--- src/rtl/ivd_pkg.sv ---
package ivd_pkg;
  localparam int ADDR_W  = 32;
  localparam int WORD_W  = 32;
  localparam int NIB_W   = 4;
  localparam int WIN_BYTES = 6;
  localparam int WIN_W   = 8 * WIN_BYTES;
  localparam int WORD_BYTES = WORD_W / 8;
  localparam int LEN_W   = 3;
  localparam int STAT_W  = 3;

  localparam logic [NIB_W-1:0] OP_HALT  = 4'h0;
  localparam logic [NIB_W-1:0] OP_NOP   = 4'h1;
  localparam logic [NIB_W-1:0] OP_MOVE  = 4'h2;
  localparam logic [NIB_W-1:0] OP_IMM   = 4'h3;
  localparam logic [NIB_W-1:0] OP_STORE = 4'h4;
  localparam logic [NIB_W-1:0] OP_LOAD  = 4'h5;
  localparam logic [NIB_W-1:0] OP_ALU   = 4'h6;
  localparam logic [NIB_W-1:0] OP_JUMP  = 4'h7;
  localparam logic [NIB_W-1:0] OP_CALL  = 4'h8;
  localparam logic [NIB_W-1:0] OP_RET   = 4'h9;
  localparam logic [NIB_W-1:0] OP_PUSH  = 4'hA;
  localparam logic [NIB_W-1:0] OP_POP   = 4'hB;

  localparam logic [NIB_W-1:0] NO_REG   = 4'hF;

  localparam logic [STAT_W-1:0] ST_OK   = 3'd1;
  localparam logic [STAT_W-1:0] ST_HALT = 3'd2;
  localparam logic [STAT_W-1:0] ST_ADDR = 3'd3;
  localparam logic [STAT_W-1:0] ST_BAD  = 3'd4;

  typedef struct packed {
    logic             useRa;
    logic             useRb;
    logic             hasRegByte;
    logic             hasConst;
    logic [LEN_W-1:0] len;
  } decStrobeT;
endpackage

--- src/rtl/ivd_ctrl.sv ---
module ivd_ctrl
  import ivd_pkg::*;
(
  input  logic [NIB_W-1:0]  opCode,
  input  logic [NIB_W-1:0]  fnCode,
  input  logic              fetchFault,
  output decStrobeT         strobe,
  output logic [STAT_W-1:0] status
);
  logic knownOp;
  logic fnOk;
  logic instOk;
  decStrobeT raw;

  // opcode and function code legality
  always_comb begin
    knownOp = (opCode <= OP_POP);
    unique case (opCode)
      OP_MOVE, OP_JUMP: fnOk = (fnCode <= 4'd6);
      OP_ALU:           fnOk = (fnCode <= 4'd3);
      default:          fnOk = (fnCode == 4'd0);
    endcase
    instOk = knownOp && fnOk;
  end

  // which fields the opcode carries
  always_comb begin
    raw = '0;
    unique case (opCode)
      OP_MOVE, OP_STORE, OP_LOAD, OP_ALU: begin
        raw.useRa = 1'b1;
        raw.useRb = 1'b1;
      end
      OP_IMM:         raw.useRb = 1'b1;
      OP_PUSH, OP_POP: raw.useRa = 1'b1;
      default: ;
    endcase
    unique case (opCode)
      OP_IMM, OP_STORE, OP_LOAD, OP_JUMP, OP_CALL: raw.hasConst = 1'b1;
      default: raw.hasConst = 1'b0;
    endcase
    raw.hasRegByte = raw.useRa | raw.useRb;
    raw.len = LEN_W'(1) + LEN_W'(raw.hasRegByte) + (raw.hasConst ? LEN_W'(WORD_BYTES) : LEN_W'(0));
  end

  // status priority and field suppression
  always_comb begin
    if (fetchFault) begin
      status = ST_ADDR;
    end else if (!instOk) begin
      status = ST_BAD;
    end else if (opCode == OP_HALT) begin
      status = ST_HALT;
    end else begin
      status = ST_OK;
    end
    if (fetchFault || !instOk) begin
      strobe = '{useRa: 1'b0, useRb: 1'b0, hasRegByte: 1'b0, hasConst: 1'b0, len: LEN_W'(1)};
    end else begin
      strobe = raw;
    end
  end

  always_comb begin
    // only the four legal lengths may appear
    a_r2_len_legal: assert (strobe.len == 3'd1 || strobe.len == 3'd2 ||
                            strobe.len == 3'd5 || strobe.len == 3'd6)
      else $error("length %0d outside legal set", strobe.len);
    // halted status only for a clean fetch of opcode 0 with function 0
    a_r7_halt_src: assert (status != ST_HALT || (!fetchFault && opCode == OP_HALT && fnCode == 4'd0))
      else $error("halt status from wrong source");
    // a faulting or invalid fetch carries no fields
    a_r8_bad_empty: assert ((status != ST_ADDR && status != ST_BAD) ||
                            (!strobe.hasConst && !strobe.hasRegByte))
      else $error("fields enabled on bad fetch");
  end
endmodule

--- src/rtl/ivd_dpath.sv ---
module ivd_dpath
  import ivd_pkg::*;
(
  input  logic [WIN_W-1:0]  instWin,
  input  logic [ADDR_W-1:0] pc,
  input  decStrobeT         strobe,
  output logic [NIB_W-1:0]  rA,
  output logic [NIB_W-1:0]  rB,
  output logic [WORD_W-1:0] valC,
  output logic [ADDR_W-1:0] valP
);
  logic [7:0] regByte;
  logic [WORD_W-1:0] wordEarly;
  logic [WORD_W-1:0] wordLate;
  logic [ADDR_W-1:0] step;

  assign regByte = instWin[15:8];
  assign rA = strobe.useRa ? regByte[7:4] : NO_REG;
  assign rB = strobe.useRb ? regByte[3:0] : NO_REG;

  // little-endian constant at byte 1 or byte 2
  for (genvar k = 0; k < WORD_BYTES; k++) begin : g_cbyte
    assign wordEarly[8*k +: 8] = instWin[8*(k+1) +: 8];
    assign wordLate[8*k +: 8]  = instWin[8*(k+2) +: 8];
  end

  assign valC = !strobe.hasConst ? '0 : (strobe.hasRegByte ? wordLate : wordEarly);

  // next sequential address, wrapping
  assign valP = pc + ADDR_W'(strobe.len);
  assign step = valP - pc;

  always_comb begin
    // distance to next instruction is between 1 and 6 bytes even across wrap
    a_r5_step_range: assert (step >= ADDR_W'(1) && step <= ADDR_W'(WIN_BYTES))
      else $error("next address step %0d out of range", step);
    // a constant implies a long instruction
    a_r4_const_long: assert (valC == '0 || step >= ADDR_W'(5))
      else $error("constant on short instruction");
  end
endmodule

--- src/rtl/instr_byte_decoder.sv ---
module instr_byte_decoder
  import ivd_pkg::*;
(
  input  logic [47:0] instWin,
  input  logic [31:0] pc,
  input  logic        fetchFault,
  output logic [3:0]  icode,
  output logic [3:0]  ifun,
  output logic [3:0]  rA,
  output logic [3:0]  rB,
  output logic [31:0] valC,
  output logic [31:0] valP,
  output logic [2:0]  instLen,
  output logic [2:0]  status
);
  decStrobeT strobe;

  // opcode and function nibbles of byte 0
  assign icode   = instWin[7:4];
  assign ifun    = instWin[3:0];
  assign instLen = strobe.len;

  ivd_ctrl u_ctrl (
    .opCode    (icode),
    .fnCode    (ifun),
    .fetchFault(fetchFault),
    .strobe    (strobe),
    .status    (status)
  );

  ivd_dpath u_dpath (
    .instWin(instWin),
    .pc     (pc),
    .strobe (strobe),
    .rA     (rA),
    .rB     (rB),
    .valC   (valC),
    .valP   (valP)
  );

  always_comb begin
    // an address fault outranks every other status
    a_r7_fault_wins: assert (!fetchFault || status == ST_ADDR)
      else $error("fault not reported");
    // unused register slots read as no-register on invalid opcodes
    a_r3_bad_noreg: assert (status != ST_BAD || (rA == NO_REG && rB == NO_REG))
      else $error("register field on invalid instruction");
  end
endmodule

--- config.mk ---
export PLATFORM = sky130hd
export DESIGN_NAME = instr_byte_decoder
export DESIGN_NICKNAME = d
export VERILOG_FILES = /design/src/rtl/ivd_pkg.sv /design/src/rtl/ivd_ctrl.sv /design/src/rtl/ivd_dpath.sv /design/src/rtl/instr_byte_decoder.sv
export SDC_FILE = /design/constraint.sdc
export NUM_CORES = 1
export LEC_CHECK = 0
export BUFFER_PORTS_ARGS = -buffer_cell sky130_fd_sc_hd__buf_2
export CORE_MARGIN = 4
export CORE_UTILIZATION = 35
export DETAILED_ROUTE_END_ITERATION = 16
export GPL_TIMING_DRIVEN = 0
export PLACE_DENSITY = 0.84
export SYNTH_ARGS = -nofsm -noshare
export SYNTH_HDL_FRONTEND = slang
export SYNTH_SLANG_ARGS = --single-unit
export TNS_END_PERCENT = 1
--- constraint.sdc ---
create_clock -name vclk -period 6.4
set_clock_uncertainty 0.05 [all_clocks]
set_input_delay 1.92 -clock vclk [all_inputs]
set_output_delay 1.92 -clock vclk [all_outputs]
set_load 0.005 [all_outputs]
---- After elaboration in Yosys (flattened, before gate mapping) ----
Cells that the tools add are included.
storage, ports and cells
  register bits after elaboration ......... 0
  output and inout bits ................... 86
  bits of input ports ..................... 81
  logic and storage cells ................. 38
operators by class
  muxes and demuxes ....................... 13
  equal/unequal tests ..................... 9
  bitwise gates (word level) .............. 1
  $add $sub $neg .......................... 3
  $lt $le $gt $ge ......................... 3
  reduce and logical (&&, ||, !) cells .... 9
operators with widths
  cell                 number
  $mux 32              2
  $add 32x3->32        1
  $eq 4x3->1 const B   4
  $eq 4x4->1 const B   3
  $reduce_or 5->1      2
  $mux 3               3
  $eq 4x2->1 const B   2
  $logic_not 4->1      2
  $mux 4               2
  $mux 7               1
  $reduce_or 6->1      1
  $le 4x2->1 const B   1
  $le 4x3->1 const B   1
  $le 4x4->1 const B   1
  $add 3x3->3          1
  $mux 1               3
  $add 1x1->2 const A  1
  $mux 2               1
  $pmux 1 s2           1
  $reduce_or 2->1      1
  $logic_and 1x1->1    1
  $logic_not 1->1      1
  $logic_or 1x1->1     1
  $or 1x1->1           1

---- Depth between registers and ports, before layout ----
  depth after elaboration ................. 9
  mapped depth ............................ 13
  depth with buffers taken out ............ 10

---- Hierarchy ----
A second synthesis with hierarchy kept.
second synthesis, totals
  cell total of the unflattened synthesis .. 216
  area, all modules ....................... 1592.8 um2
by module, submodules not included
  module              seq. area each (um2)  times used  area each (um2)  cells an instance
  ivd_dpath           0.0                   1           1278.7           173
  ivd_ctrl            0.0                   1           254.0            35
  instr_byte_decoder  0.0                   1           60.1             8

---- Least setup slack after synthesis ----
No wires, ideal clock.
  path kind ............................... input-to-output
  from .................................... input instWin[6]
  to ...................................... output valP[5]
  buffers on the path ..................... 3
  required time ........................... 4.430 ns
  path slack .............................. 0.154 ns
  stages .................................. 12
  arrival time ............................ 4.276 ns
  path through ............................ buf_4 -> nor4bb_1 -> o211a_1 -> o22ai_1 -> clkbuf_1 -> inv_1 -> ha_1 -> o21ai_0 -> o21ai_4 -> buf_6 -> nand3_1 -> xnor2_1
between the ends
  longest elaborated chain between the ends .. 8
RTL lines
  what                                                     RTL line                        RTL
  start, declared                                          instr_byte_decoder.sv:4         input logic [47:0] instWin,
  $eq 4x2->1, or another cell as far along                 ivd_ctrl.sv:18, ivd_ctrl.sv:29
  $reduce_or 6->1 (no line), or another cell as far along  --
  $mux 1 / $pmux 1 s2 (equally long branches)              ivd_ctrl.sv:29, ivd_ctrl.sv:18
  $or 1x1->1 / $logic_and 1x1->1 (equally long branches)   ivd_ctrl.sv:42, ivd_ctrl.sv:23
  $add 1x1->2 / $logic_not 1->1 (equally long branches)    --
  $add 3x3->3 / $logic_or 1x1->1 (equally long branches)   ivd_ctrl.sv:43, ivd_ctrl.sv:57
  $mux 7 *                                                 ivd_ctrl.sv:57                  if (fetchFault || !instOk) begin
  named net instLen[2]                                     instr_byte_decoder.sv:13        output logic [2:0] instLen,
  $add 32x3->32 *                                          ivd_dpath.sv:30                 assign valP = pc + ADDR_W'(strobe.len);
  end, declared                                            instr_byte_decoder.sv:12        output logic [31:0] valP,
Mark *: on every way through the listed nets, which the timed path passes. The rest lies on a longest branch.

---- Worst setup path in the final report ----
  from .................................... input instWin[7]
  to ...................................... output valP[25]
between the ends
  longest elaborated chain between the ends .. 8
RTL lines
  what                                                     RTL line
  $eq 4x2->1, or another cell as far along                 ivd_ctrl.sv:18, ivd_ctrl.sv:29
  $reduce_or 6->1 (no line), or another cell as far along  --
  $mux 1 / $pmux 1 s2 (equally long branches)              ivd_ctrl.sv:29, ivd_ctrl.sv:18
  $or 1x1->1 / $logic_and 1x1->1 (equally long branches)   ivd_ctrl.sv:42, ivd_ctrl.sv:23
  $add 1x1->2 / $logic_not 1->1 (equally long branches)    --
  $add 3x3->3 / $logic_or 1x1->1 (equally long branches)   ivd_ctrl.sv:43, ivd_ctrl.sv:57
  $mux 7 *                                                 ivd_ctrl.sv:57
  $add 32x3->32 *                                          ivd_dpath.sv:30
Every way passes the cells marked *; elsewhere a longest branch is shown, timed or not.

==> metrics.md <==
| Metric | Value |
|---|---|
| Yosys cell types | `34` |
| Input/output buffers | `165` |
| Slew headroom | `59.09%` |
| CP Buf/Inv Count | `5` |
| Slowest cell on the critical path | `ha_2` |
| Top-area cell type share of the netlist area | `a little under a fifth` |
| P&R area growth vs syn | `69.57%` |
| CP Max Fanout | `10` |
| Outcome | `finished clean` |
| HP Class | `in2out` |
| Vias in the first global route | `2,117` |
| Crit path max-delay family | `compound AO/OA/AOI/OAI gates` |
| Leakage | `about 1.3 nW` |
| Pre-CTS setup slack | `-448.5 ps` |
| Layout cells sized above 1 | `50.60%` |
| Fmax | `~160 MHz` |
| Power Dens Cells | `45.26 nW/µm²` |
| Setup violators final | `0` |
| Final min period | `around 6200 ps` |
| Hold Worst Slack | `3959 ps` |
| Die Span Y | `72.67 µm` |
| Routability Congestion | `0.8076` |
| Worst slew pin tran | `a little over 600 ps` |
| Setup_tns | `0 ps` |
| Worst Setup Slack, final | `153.1 ps` |
| ANT nets after route | `0` |
| Register Area | `0 µm²` |
| Core Util, Final | `slightly above 60%` |
| Filler cells | `about 390` |
| Final wirelength | `5.926 mm` |
| Final HPWL DP | `5.051 mm` |
| Routed vias | `2,336` |
| Row count | `23` |
| Startpoint Class | `primary input` |
| Critical path's most frequent cell | `buf_2` |
| Final nets | `505` |
| Critical path class | `in2out` |
| Initial Utilization | `36.34%` |
| Vias per std cell | `around 5.0` |
| Peak supply drop | `22.79 µV` |
| Final worst path period share | `a little over nine tenths` |
| Netlist Area Pre-Place | `1464 µm²` |
| Max-cap violations | `0` |
| RSZ-0062 raised after global routing | `yes` |
| Critical path data arrival time | `4280 ps` |
| I/O pins | `around 170` |
| Sequential cell count | `0` |
| DRC Markers | `0` |
| Sequential fraction of the synthesis area | `0%` |
| Cell taking the most area after synthesis | `nand2_1` |
| Routed len/inst | `around 13 µm` |
| Worst-path cell chain | `buf_2 > nor4bb_2 > o211a_1 > o22ai_4 > clkbuf_8 > inv_1 > ha_2 > a31oi_2 > o21ai_4 > buf_4 > nand4_1 > xnor2_1 > buf_2` |
| Endpoints failing hold | `0` |
| Die Area | `5281 µm²` |
| Max Slew Vio Count | `0` |
| Detailed Route Iter0 Violations | `86` |
| Crit path required time | `4430 ps` |
| Final Total Pwr | `0.1123 mW` |
| ANT cells | `0` |
| Area contributors post-synth | `nand2_1 (19%), xnor2_1 (18%), a21oi_1 (12%)` |
| GRT overflow | `0` |
| Gr usage total | `20.37%` |
| Initial antenna violation count | `0` |
| Mean Syn Cell Area | `5.975 µm²` |
| First-pass GRT wire length | `9.135 mm` |
| Synth Net Count | `329` |
| Hold Buf Count CTS | `0` |
| First drt pass iteration count | `4` |
| CORE AREA | `4029 µm²` |
| Yosys Warn Count | `0` |
| Layout clock buffer count | `0` |
| Pin count of the biggest net entering global routing | `12` |
| Mapped Cells | `between 200 and 250` |
| Slowest Stage Delay on Critical Path | `320 ps` |
| Chip width | `72.67 µm` |
| Worst setup EP type | `output pin` |
## worst paths after layout
check | from | endpoint | slack, ps | cells past startpoint
worst max-delay path | instWin[7] | valP[25] | 150 | 13
worst min-delay path | instWin[6] | icode[2] | 3960 | 2
## layout by cell type (no fill, tap or decap), types with 2 or more instances in the layout
| cell type | count |
|---|---|
| nand2b_1 | 7 |
| and4_1 | 3 |
| and3_1 | 9 |
| xnor2_1 | 30 |
| inv_1 | 3 |
| o21ai_0 | 2 |
| buf_4 | 20 |
| clkbuf_1 | 2 |
| nand4_1 | 9 |
| or2b_1 | 2 |
| a21o_1 | 2 |
| a21oi_1 | 34 |
| buf_2 | 171 |
| nor2_1 | 9 |
| buf_6 | 3 |
| o21ai_4 | 3 |
| nand3_1 | 15 |
| nand2_1 | 73 |
| ha_1 | 2 |
## metal layers
layer  GRT usage [%]  vias up  share of wire [%]
met4           1.025        0               0.47
li1                -     1178                  -
met1           22.82     1043                 37
met2           42.18      109                 55
met5               0        -                  0
met3           2.066        6                8.3
## metrics by stage
step | instance area [µm²] | cells
2_1_floorplan | 1464 | 245
3_3_place_gp | 2352 | 460
3_5_place_dp | 2352 | 460
4_1_cts | 2415 | 463
5_1_grt | 2482 | 469
6_report | 2482 | 469
## layout make-up
class	count	area, µm²	share of cell area [%]
multi-input cells	218	1344	54.13
repair buffers	174	893.4	35.99
plain buffers	23	167.7	6.754
well taps	50	62.56	2.520
inverters	4	15.01	0.6048
## cells by family after synthesis
logic type / Yosys count / share of synthesized area [%]
adders and majority gates: 3 / 2.564
AOI/OAI and AO/OA: 49 / 21.03
and+or+nand+nor: 133 / 44.96
buffers and inverters: 27 / 11.62
muxes: 1 / 0.6838
xor gates and xnor gates: 32 / 19.15
## power breakdown
part / switching, mW / internal [mW] / leakage [nW] / total (mW)
Combinational: 0.0553 / 0.0571 / 1.35 / 0.112
Sequential: 0 / 0 / 0 / 0
Clock: 0 / 0 / 0 / 0
## repair_timing
item                                    in CTS  in global routing
setup buffers                                3                  6
endpoints found under the setup margin      29                 29
resized for setup                            8                  6
pin swaps                                    2                  4
## cells in the mapped netlist (all sizes together) (2+ instances only)
master,count
a21o,2
a21oi,35
and3,10
and4,3
buf,20
clkbuf,3
ha,3
inv,4
nand2,73
nand2b,7
nand3,15
nand4,9
nor2,9
nor3b,2
o21ai,6
or2b,2
xnor2,30
xor2,2
(Power assumes the default switching activity.)
